**src/rtl/acc_alu_pkg.sv**
```systemverilog
package acc_alu_pkg;
  typedef enum logic [3:0] {
    OP_NOP0  = 4'd0,
    OP_LOAD  = 4'd1,
    OP_ADD   = 4'd2,
    OP_ADC   = 4'd3,
    OP_SUBD  = 4'd4,
    OP_SUBDB = 4'd5,
    OP_SUBM  = 4'd6,
    OP_SUBMB = 4'd7,
    OP_AND   = 4'd8,
    OP_OR    = 4'd9,
    OP_XOR   = 4'd10,
    OP_SHR   = 4'd11,
    OP_RSHR  = 4'd12,
    OP_SHL   = 4'd13,
    OP_RSHL  = 4'd14,
    OP_NOP1  = 4'd15
  } alu_op_e;

  typedef enum logic [1:0] {
    GRP_NONE  = 2'd0,
    GRP_ARITH = 2'd1,
    GRP_LOGIC = 2'd2,
    GRP_SHIFT = 2'd3
  } alu_grp_e;
endpackage

```
**src/rtl/acc_alu_arith.sv**
```systemverilog
module acc_alu_arith
  import acc_alu_pkg::*;
#(
  parameter int W = 8
) (
  input  alu_op_e        op,
  input  logic [W-1:0]   acc,
  input  logic [W-1:0]   opnd,
  input  logic           flag,
  output logic [W-1:0]   res,
  output logic           cout
);
  logic [W-1:0] lhs, rhs;
  logic         cin;
  logic [W:0]   sum;

  // Subtraction as lhs + ~rhs + cin; carry out is the no-borrow flag.
  always_comb begin
    lhs = opnd;
    rhs = acc;
    cin = 1'b0;
    unique case (op)
      OP_ADD:   begin lhs = opnd; rhs = acc;  cin = 1'b0; end
      OP_ADC:   begin lhs = opnd; rhs = acc;  cin = flag; end
      OP_SUBD:  begin lhs = opnd; rhs = ~acc; cin = 1'b1; end
      OP_SUBDB: begin lhs = opnd; rhs = ~acc; cin = flag; end
      OP_SUBM:  begin lhs = acc;  rhs = ~opnd; cin = 1'b1; end
      OP_SUBMB: begin lhs = acc;  rhs = ~opnd; cin = flag; end
      default:  begin lhs = opnd; rhs = acc;  cin = 1'b0; end
    endcase
  end

  assign sum  = {1'b0, lhs} + {1'b0, rhs} + {{W{1'b0}}, cin};
  assign res  = sum[W-1:0];
  assign cout = sum[W];
endmodule

```
**src/rtl/acc_alu_logic.sv**
```systemverilog
module acc_alu_logic
  import acc_alu_pkg::*;
#(
  parameter int W = 8
) (
  input  alu_op_e        op,
  input  logic [W-1:0]   acc,
  input  logic [W-1:0]   opnd,
  output logic [W-1:0]   res
);
  always_comb begin
    unique case (op)
      OP_AND:  res = acc & opnd;
      OP_OR:   res = acc | opnd;
      OP_XOR:  res = acc ^ opnd;
      default: res = opnd;
    endcase
  end
endmodule

```
**src/rtl/acc_alu_shift.sv**
```systemverilog
module acc_alu_shift
  import acc_alu_pkg::*;
#(
  parameter int W = 8
) (
  input  alu_op_e        op,
  input  logic [W-1:0]   acc,
  input  logic           flag,
  output logic [W-1:0]   res,
  output logic           fout
);
  logic right;
  logic fill;

  always_comb begin
    right = (op == OP_SHR) || (op == OP_RSHR);
    fill  = ((op == OP_RSHR) || (op == OP_RSHL)) ? flag : 1'b0;
  end

  always_comb begin
    if (right) begin
      res  = {fill, acc[W-1:1]};
      fout = acc[0];
    end else begin
      res  = {acc[W-2:0], fill};
      fout = acc[W-1];
    end
  end
endmodule

```
**src/rtl/acc_alu.sv**
```systemverilog
module acc_alu
  import acc_alu_pkg::*;
#(
  parameter int W = 8
) (
  input  logic         clk,
  input  logic         rst,
  input  logic         upd_en,
  input  logic [3:0]   op,
  input  logic [W-1:0] opnd,
  output logic [W-1:0] acc_q,
  output logic         flag_q,
  output logic         acc_zero
);
  alu_op_e      op_e;
  alu_grp_e     grp;
  logic [W-1:0] ar_res, lg_res, sh_res;
  logic         ar_c, sh_c;
  logic [W-1:0] acc_d;
  logic         flag_d;
  logic         acc_we, flag_we;

  assign op_e = alu_op_e'(op);

  always_comb begin
    unique case (op_e)
      OP_ADD, OP_ADC, OP_SUBD, OP_SUBDB, OP_SUBM, OP_SUBMB: grp = GRP_ARITH;
      OP_AND, OP_OR, OP_XOR, OP_LOAD:                       grp = GRP_LOGIC;
      OP_SHR, OP_RSHR, OP_SHL, OP_RSHL:                     grp = GRP_SHIFT;
      default:                                              grp = GRP_NONE;
    endcase
  end

  acc_alu_arith #(.W(W)) u_arith (
    .op(op_e), .acc(acc_q), .opnd(opnd), .flag(flag_q),
    .res(ar_res), .cout(ar_c)
  );

  acc_alu_logic #(.W(W)) u_logic (
    .op(op_e), .acc(acc_q), .opnd(opnd), .res(lg_res)
  );

  acc_alu_shift #(.W(W)) u_shift (
    .op(op_e), .acc(acc_q), .flag(flag_q), .res(sh_res), .fout(sh_c)
  );

  always_comb begin
    acc_d   = acc_q;
    flag_d  = flag_q;
    acc_we  = 1'b0;
    flag_we = 1'b0;
    unique case (grp)
      GRP_ARITH: begin acc_d = ar_res; flag_d = ar_c; acc_we = 1'b1; flag_we = 1'b1; end
      GRP_SHIFT: begin acc_d = sh_res; flag_d = sh_c; acc_we = 1'b1; flag_we = 1'b1; end
      GRP_LOGIC: begin acc_d = lg_res; acc_we = 1'b1; end
      default:   ;
    endcase
  end

  always_ff @(posedge clk) begin
    if (rst) begin
      acc_q  <= '0;
      flag_q <= 1'b0;
    end else if (upd_en) begin
      if (acc_we)  acc_q  <= acc_d;
      if (flag_we) flag_q <= flag_d;
    end
  end

  assign acc_zero = (acc_q == '0);
endmodule

```
**config.mk**
```make
export PLATFORM = sky130hd
export DESIGN_NAME = acc_alu
export DESIGN_NICKNAME = d
export VERILOG_FILES = /design/src/rtl/acc_alu_pkg.sv /design/src/rtl/acc_alu_arith.sv /design/src/rtl/acc_alu_logic.sv /design/src/rtl/acc_alu_shift.sv /design/src/rtl/acc_alu.sv
export SDC_FILE = /design/constraint.sdc
export NUM_CORES = 1
export LEC_CHECK = 0
export ABC_AREA = 1
export BUFFER_PORTS_ARGS = -buffer_cell sky130_fd_sc_hd__buf_2
export CORE_MARGIN = 5
export CORE_UTILIZATION = 51
export DETAILED_ROUTE_END_ITERATION = 7
export PLACE_DENSITY = 0.69
export RECOVER_POWER = 25
export SYNTH_ARGS = -nofsm -noshare
export SYNTH_HDL_FRONTEND = slang
export SYNTH_HIERARCHICAL = 1
export SYNTH_SLANG_ARGS = --single-unit
export TNS_END_PERCENT = 1
```
**constraint.sdc**
```tcl
create_clock -name clk -period 6 [get_ports clk]
set_input_delay 0.3 -clock clk [delete_from_list [all_inputs] [get_ports clk]]
set_output_delay 0.3 -clock clk [all_outputs]
set_load 0.02 [all_outputs]
```
# Word level (Yosys, flattened, before mapping)

Memories as Yosys holds them, arrays and structs flattened.
Index checks and enable logic that the tools add are counted.

Register bits after elaboration: 9
Bits in read-only memories: 32
Input port bits: 15
Output and inout port bits: 10
Word-level logic and storage cells: 48
Memories: 1

Memories:

| name             | words | bits a word | read ports | clocked after Yosys merged registers in | wr ports | RTL line      | source |
|---|---|---|---|---|---|---|---|
| (name not given) | 16    | 2           | 1          | 0                                       | 0        | acc_alu.sv:26 | `unique case (op_e)` |

Add/subtract/negate cells: 2
Eq/ne operators: 14
Muxes and demuxes: 11
Bitwise gates (word level): 5
Reduce and logical (&&, ||, !) cells: 13

Operator list:

| kind                 | count |
|---|---|
| $pmux W8 S3          | 2 |
| $eq A4 B4 Y1 const B | 6 |
| $eq A4 B3 Y1 const B | 4 |
| $mux W8              | 2 |
| $not A8 Y8           | 2 |
| $pmux W8 S2          | 1 |
| $add A8 B8 Y9        | 1 |
| $add A9 B1 Y9        | 1 |
| $and A8 B8 Y8        | 1 |
| $logic_not A8 Y1     | 1 |
| $or A8 B8 Y8         | 1 |
| $reduce_or A2 Y1     | 4 |
| $xor A8 B8 Y8        | 1 |
| $reduce_and A3 Y1    | 2 |
| $reduce_or A3 Y1     | 2 |
| $eq A2 B2 Y1 const B | 2 |
| $eq A4 B2 Y1 const B | 1 |
| $mux W1              | 4 |
| $pmux W1 S2          | 2 |
| $reduce_bool A3 Y1   | 1 |
| $eq A2 B1 Y1 const B | 1 |
| $logic_or A1 B1 Y1   | 2 |
| $reduce_bool A2 Y1   | 1 |

# Depth between registers and ports, before layout

Gate-level depths: netlist of the first run.

Word-level depth: 6
Gate-level depth with buffers: 20

# By module

Netlist of the first run, hierarchy kept.

By module, submodules not included:

| module        | times used | cells an instance | area an instance (µm²) | sequential area each (µm²) |
|---|---|---|---|---|
| acc_alu       | 1          | 128               | 750.7                  | 180.2 |
| acc_alu_arith | 1          | 136               | 735.7                  | 0.0 |
| acc_alu_logic | 1          | 91                | 570.5                  | 0.0 |
| acc_alu_shift | 1          | 39                | 188.9                  | 0.0 |

# Worst setup path before layout of the first run

OpenSTA, ideal clock, no wires.

Kind: reg2reg
Start: register acc_q[0]
End: register acc_q[6]
Library setup time: 64 ps
Arrival time: 2285 ps
Data required time: 5936 ps
Path slack: 3652 ps
Stages on the path, launching flop included: 17
Path buffers: 0
Period minus slack after synthesis: 2348 ps
Cells stage by stage: dfxtp_1 > inv_1 > nand2_1 > o21ai_0 > fa_1 > fa_1 > inv_1 > nand3_1 > nand3_1 > nand2_1 > nand2_1 > nand3_1 > nand2_1 > inv_1 > nand2_1 > nor2_1 > nor2_1

Longest elaborated chain between the ends: 5
Elaborated cells on any way between the ends: 6
Those cells by class: 2 x add/sub; 3 x mux; 1 x bitwise

Ends and longest elaborated chain:

| item                   | RTL line                                 | source |
|---|---|---|
| from (decl)            | acc_alu.sv:11                            | `output logic [W-1:0] acc_q,` |
| from (signal assigned) | acc_alu.sv:62                            | `acc_q <= '0;` |
| from (signal assigned) | acc_alu.sv:65                            | `if (acc_we) acc_q <= acc_d;` |
| $not A8 Y8             | acc_alu_arith.sv:25, acc_alu_arith.sv:26 |  |
| $pmux W8 S2            | acc_alu_arith.sv:22                      | `unique case (op)` |
| $add A8 B8 Y9 *        | acc_alu_arith.sv:33                      | `assign sum = {1'b0, lhs} + {1'b0, rhs} + {{W{1'b0}}, cin};` |
| $add A9 B1 Y9 *        | acc_alu_arith.sv:33                      |  |
| via ar_res[6]          | acc_alu.sv:17                            | `logic [W-1:0] ar_res, lg_res, sh_res;` |
| $pmux W8 S3 *          | acc_alu.sv:52                            | `unique case (grp)` |

The timed path passes the listed nets; every way through them passes the cells marked *.
A chain may end at the register's enable or synchronous reset.

# Worst setup path after layout of the first run

Start: input op[3]
End: register acc_q[6]

Longest elaborated chain between the ends: 6
Elaborated cells on any way between the ends: 31
Those cells by class: 2 x add/sub; 13 x eq/ne; 7 x mux; 8 x reduce/logical; 1 x memory

Ends and longest elaborated chain:

| item                                          | RTL line            | source |
|---|---|---|
| from (decl)                                   | acc_alu.sv:9        | `input logic [3:0] op,` |
| $eq A4 B3 Y1                                  | acc_alu_arith.sv:22 |  |
| $reduce_or A2 Y1 (no line)                    | -                   |  |
| $pmux W8 S2 / $mux W8 (equally long branches) | acc_alu_arith.sv:22 |  |
| $add A8 B8 Y9                                 | acc_alu_arith.sv:33 |  |
| $add A9 B1 Y9 *                               | acc_alu_arith.sv:33 |  |
| via ar_res[6]                                 | acc_alu.sv:17       |  |
| $pmux W8 S3 *                                 | acc_alu.sv:52       |  |

Marks and branches as above.

==> flow_summary_export.csv, run 1 <==
group,metric,value,unit
critical_path,cp_data_required_time,6.18,ns
cts,cts_setup_buffers,0,
synthesis,synth.avg_cell_area,5.70,um2
synthesis,syn_nets,434,
timing,max_slew_margin,0.680,
drt,via_count,2567,
placement,placed_cells,462,
timing,slew_violations,0,
final_layout,final_layout_size_suffix_gt1_frac,0.143,
synthesis,ys_seq_area_frac,0.0802,
critical_path,cp-end-kind,"flop",
global_route,antenna_found_initial,0,
drt,routed_via_density,5.51,
critical_path,crit_path_max_fanout,18,
synthesis,yosysTopAreaCellShare,0.170,
cts,cts_resized,0,
critical_path,path_cells,"buf_2 > nor2_8 > nand2_4 > inv_4 > nand2_1 > o21ai_0 > fa_1 > fa_1 > inv_1 > nand3_1 > nand3_1 > nand2_1 > nand2_1 > nand3_1 > nand2_1 > inv_1 > nand2_1 > nor2_1 > nor2_1",
die,die-area,5830,um2
synthesis,ys_types,29,
global_route,grt_pass1_wl,10600,um
drt,routedWlPerCell,13.5,um
placement,io_buffers,24,
critical_path,cp_slowest_cell,"fa_1",
timing,period_share,0.452,
die,start_util,0.519,
timing,finalSetupViolations,0,
synthesis,synthTopCellsByArea,"nand2_1 17%, ha_1 13%, inv_1 13%, nand3_1 12%, nand4_1 8.1%",
synthesis,netlist_area,2250,um2
drt,drt_iter0_drc,249,
die,core_area,4320,um2
timing,worstMarginPinSlew,0.479,ns
critical_path,worstPathArrival,2.89,ns
die,die_w,76.4,um
global_route,grt_pass1_vias,2209,
timing,rsz0062_at_grt,"false",
final_layout,seqCellArea,180,um2
final_layout,nets,455,
critical_path,slowest_delay,0.47,ns
cts,cts.sinks,9,
pwr,p_leak,1.39,nW
cts,clock_latency,0.24,ns
critical_path,cpMostUsedCell,"nand2_1",
critical_path,critPathTopFamily,"simple AND/OR/NAND/NOR gates",
global_route,track_usage,0.217,
final_layout,area_growth,7.24,%
synthesis,yosysWarnings,6,
pwr,peakVddDrop,0.000105,V
pwr,power_density,174,nW/um2
synthesis,ys_ff_latch,9,
timing,fmax,369,MHz
final_layout,nFillCells,472,
min_path,worstHoldPathType,"in2reg",
drt,firstDrtPassIters,7,
global_route,grt_overflow,0,
drt,finalWirelength,6280,um
timing,hold_violations,0,
drt,drc,0,
cts,cts_tree,"done",
final_layout,multiInputGateArea,1690,um2
pwr,total_power,0.418,mW
synthesis,netlist.top_cell.by_area,"nand2_1",
critical_path,path_buf_inv,4,
critical_path,worst-setup-path-type,"in2reg",
global_route,grt_max_degree,25,
placement,dp_hpwl,4840,um
cts,path_clk_slew,0.05,ns
timing,worst_clock_skew,0.00526,ns
die,io_pins,25,
run_status,status,"completed",
synthesis,syn_inst,394,
placement,place_congestion,0.918,
final_layout,final_cells,466,
die,row_count,24,
cts,htreeDepth,1,
job,drv_cap,0,
drt,detail-route-antenna-nets,0,
cts,cts_buffer_depth,2,
timing,period_minus_slack,2.71,ns
cts,postCtsHoldBufs,0,
timing,tns,0,ns
final_layout,antenna-diode-count,0,
cts,cts-root-buf,"clkbuf_8",
die,dieHeight,76.4,um
critical_path,worst_setup_path_start_kind,"input pin",
cts,numCtsBuffers,3,
per-layer routing:
metal,global-route usage,vias up,share of wire
met5,0,-,0
met4,0.0542,0,0.029
met3,0.0248,16,0.080
met2,0.348,115,0.44
met1,0.308,1131,0.45
li1,-,1305,-
state kept, by name, indices dropped and copies added (netlist names):
register  flops
acc_q         8
flag_q        1
cell families (layout without fill, tap and decap cells):
| group | after synthesis | in the layout | synth area share |
|---|---|---|---|
| and+or+nand+nor | 242 | 242 | 0.524 |
| buffers and inverters | 90 | 110 | 0.167 |
| adders and majority gates | 25 | 25 | 0.146 |
| AOI/OAI and AO/OA | 25 | 25 | 0.0713 |
| DFF | 9 | 9 | 0.0802 |
| xor gates and xnor gates | 3 | 3 | 0.0117 |
power by group:
part / switching (mW) / total (mW) / internal (mW)
Sequential: 0.0223 / 0.0902 / 0.0679
Combinational: 0.163 / 0.256 / 0.0931
Clock: 0.0262 / 0.0717 / 0.0454
Total: 0.212 / 0.418 / 0.206
stage by stage:
step | setup slack (ns) | area (um2) | hold slack (ns) | util
after floorplan | 3.65 | 2250 | 0.369 | -
after global placement | 3.15 | 2370 | 0.499 | 0.547
after detailed placement | 3.07 | 2370 | 0.492 | 0.547
after CTS | 3.31 | 2410 | 0.239 | 0.558
after global routing | 3.04 | 2410 | 0.239 | 0.557
final | 3.29 | 2410 | 0.244 | 0.557
final timing paths:
check | start | slack, ns | to | depth (start not counted)
setup reg to reg | acc_q[0] | 3.50 | acc_q[6] | 16
setup / recovery | op[3] | 3.29 | acc_q[6] | 19
hold reg to reg | flag_q | 0.57 | flag_q | 2
hold / removal | rst | 0.24 | flag_q | 2
synth_stat cells:
cell type	n
inv_1	76
and2_4	1
or2_2	1
xnor2_1	3
nand2_2	3
nand3b_1	1
buf_2	3
buf_4	2
nand2_4	6
nor3_1	1
inv_4	1
o211ai_1	2
nand3_1	56
nand2_1	102
a21oi_1	6
nor2_2	4
dfxtp_1	9
o21ai_0	4
o21ai_1	5
nor2_1	32
nand3_2	2
o21ai_2	8
buf_6	3
inv_2	5
nor2_8	1
fa_1	2
nor2_4	3
nand4_1	29
ha_1	23
cells in the final DEF, fill, tap and decap left out, drive strengths merged:
cell type  instances
a21oi              6
and2               1
buf               20
clkbuf             7
clkinv             1
dfxtp              9
fa                 2
ha                23
inv               82
nand2            111
nand3             58
nand3b             1
nand4             29
nor2              40
nor3               1
o211ai             2
o21ai             17
or2                1
xnor2              3
final cells by class:
cell class                 instances  share of cell area
sequential                         9              0.0748
multi-input combinational        295               0.702
clock inverter                     1             0.00208
tap                               52              0.0270
clock buffer                       3              0.0171
timing repair buffer              24              0.0478
inverter                          82               0.129
Power figures use the tool's default switching activity.
==> inputs of run 2 (changes only) <==
--- a/config.mk
+++ b/config.mk
@@ -10,7 +10,7 @@
 export CORE_MARGIN = 5
 export CORE_UTILIZATION = 51
 export DETAILED_ROUTE_END_ITERATION = 7
-export PLACE_DENSITY = 0.69
+export PLACE_DENSITY = 0.72
 export RECOVER_POWER = 25
 export SYNTH_ARGS = -nofsm -noshare
 export SYNTH_HDL_FRONTEND = slang
==> constraint.sdc (replaced) <==
create_clock -name clk -period 2.45 [get_ports clk]
set_input_delay 0.1225 -clock clk [delete_from_list [all_inputs] [get_ports clk]]
set_output_delay 0.1225 -clock clk [all_outputs]
set_load 0.02 [all_outputs]
==> run 2 against run 1 <==
Effect of this change: final cell count increased by 2.6%; clock power grew 150%; core utilization is 2.1 points higher; sequential power grew 120%; sequential cell count unchanged; routed wire length shrank 2.1%; first-iteration DRC count shrank 38%; setup slack lost 3.1 ns; combinational power grew to 2.6 times the previous value; critical path type is now reg2reg; critical endpoint unchanged; largest power group unchanged; highest routed layer unchanged.
==> flow_summary_export.csv, run 2 (synthesis results as in run 1) <==
group,metric,value,unit
global_route,grt_pass1_vias,2211,
final_layout,mostFrequentLayoutCells,"102 x nand2_1, 76 x inv_1, 56 x nand3_1, 32 x nor2_1, 29 x nand4_1",
drt,detail-route-antenna-nets,0,
drt,firstDrtPassIters,5,
critical_path,worstPathArrival,2.40,ns
critical_path,cp_slowest_cell,"fa_1",
critical_path,worst-setup-path-type,"reg2reg",
global_route,antenna_found_initial,0,
global_route,grt_max_degree,25,
timing,hold_violations,0,
pwr,power_density,416,nW/um2
cts,cts_tree,"done",
placement,dp_hpwl,4940,um
job,drv_cap,0,
final_layout,antenna-diode-count,0,
cts,clock_latency,0.24,ns
pwr,pwr-share-clk,0.170,
die,die-area,5830,um2
timing,period_share,0.906,
pwr,peakVddDrop,0.000258,V
timing,tns,0,ns
drt,routed_via_density,5.37,
pwr,switching_share,0.492,
critical_path,cp-end-kind,"flop",
cts,postCtsHoldBufs,0,
global_route,grt_pass1_wl,10400,um
pwr,seqPwrFrac,0.189,
min_path,worstHoldPathType,"in2reg",
global_route,grt_overflow,0,
cts,htreeDepth,1,
timing,period_minus_slack,2.22,ns
final_layout,area_growth,11.3,%
timing,slew_violations,0,
critical_path,cp_data_required_time,2.63,ns
final_layout,largest_register,"acc_q",
final_layout,seqCellArea,180,um2
drt,finalWirelength,6150,um
critical_path,worst_setup_path_start_kind,"flop",
die,start_util,0.519,
pwr,p_leak,1.44,nW
final_layout,multiInputGateArea,1690,um2
final_layout,largest_reg_flops,8,
timing,fmax,451,MHz
drt,via_count,2566,
final_layout,utilization,0.578,
critical_path,cpMostUsedCell,"nand2_1",
final_layout,largestRegisters,"acc_q (8), flag_q (1)",
critical_path,path_cells,"inv_1 > nand2_1 > o21ai_0 > fa_1 > fa_2 > inv_1 > nand3_1 > nand3_1 > nand2_1 > nand2_1 > nand3_1 > nand2_1 > inv_1 > nand2_1 > nor2_1 > nor2_1",
critical_path,path_buf_inv,3,
drt,drt_iter0_drc,154,
pwr,comb_power_share,0.641,
final_layout,final_layout_size_suffix_gt1_frac,0.167,
final_layout,nFillCells,443,
die,row_count,24,
cts,cts-root-buf,"clkbuf_8",
critical_path,crit_path_max_fanout,3,
placement,place_congestion,0.892,
cts,path_clk_slew,0.04,ns
critical_path,critPathTopFamily,"adder cells",
final_layout,layout_commonest_cell,"nand2_1",
timing,rsz0062_at_grt,"false",
drt,routedWlPerCell,12.9,um
timing,max_slew_margin,0.680,
critical_path,slowest_delay,0.48,ns
timing,finalSetupViolations,0,
cts,cts_buffer_depth,2,
timing,worst_clock_skew,0.00161,ns
pwr,p_switching,0.511,mW
placement,io_buffers,24,
die,dieHeight,76.4,um
pwr,total_power,1.04,mW
run_status,status,"completed",
timing,worstMarginPinSlew,0.479,ns
die,io_pins,25,
global_route,track_usage,0.211,
final_layout,nets,467,
die,die_w,76.4,um
drt,drc,0,
pwr,p_int,0.528,mW
cts,numCtsBuffers,3,
die,core_area,4320,um2
cts,cts.sinks,9,
[run 2: cell count changes in the layout (fill, tap and decap cells not counted), sizes merged]
cell    delta
buf       +12
clkbuf     +1
clkinv     -1
[run 2: final cells by class]
| class | instances | area share |
|---|---|---|
| multi-input cells | 295 | 0.678 |
| inverters | 82 | 0.124 |
| repair buffers | 36 | 0.0821 |
| flip-flops and latches | 9 | 0.0721 |
| well taps | 52 | 0.0260 |
| clock buffers | 4 | 0.0180 |
[run 2: stage by stage]
stage | setup slack (ns) | std cells | area (um2) | hold WS [ns]
floorplan | 0.102 | 394 | 2250 | 0.192
finish | 0.231 | 478 | 2500 | 0.0577
global placement | 0.151 | 474 | 2460 | 0.301
detailed placement | 0.0972 | 474 | 2460 | 0.306
CTS | 0.190 | 478 | 2500 | 0.0537
global route | 0.00670 | 478 | 2500 | 0.0547
[run 2: path summary, 6_finish.rpt]
| check | start | endpoint | slack (ns) | cells after the start |
|---|---|---|---|---|
| max reg2reg | acc_q[0] | acc_q[6] | 0.23 | 16 |
| min reg2reg | flag_q | flag_q | 0.64 | 3 |
| min | rst | flag_q | 0.06 | 2 |
| max | acc_q[0] | acc_q[6] | 0.23 | 16 |
[run 2: layer usage]
metal,wire length (um),GRT usage,share of wire,vias up
met3,304,0.0307,0.049,11
met1,2780,0.280,0.45,1160
met5,0,0,0,-
li1,-,-,-,1324
met4,115,0.0507,0.019,0
met2,2950,0.359,0.48,71
[run 2: worst register-to-register path, delay by kind of cell (launching register included)]
family / cells / cell delay [ns]
compound gates: 1 / 0.11
fa+ha+maj: 2 / 0.85
simple gates: 10 / 0.69
buf+inv: 3 / 0.20
flops: 1 / 0.32
[run 2: what timing repair did]
item	CTS	global route
resized for setup	0	1
endpoints found under the setup margin	0	1
buffers inserted	0	0
[run 2: power groups by stage]
stage	combinational (mW)	clock, mW	sequential, mW
6_report	0.666	0.177	0.196
5_1_grt	0.762	0.192	0.199
4_1_cts	0.663	0.183	0.196
3_5_place_dp	0.659	0	0.199
3_3_place_gp	0.650	0	0.199
2_1_floorplan	0.461	0	0.221
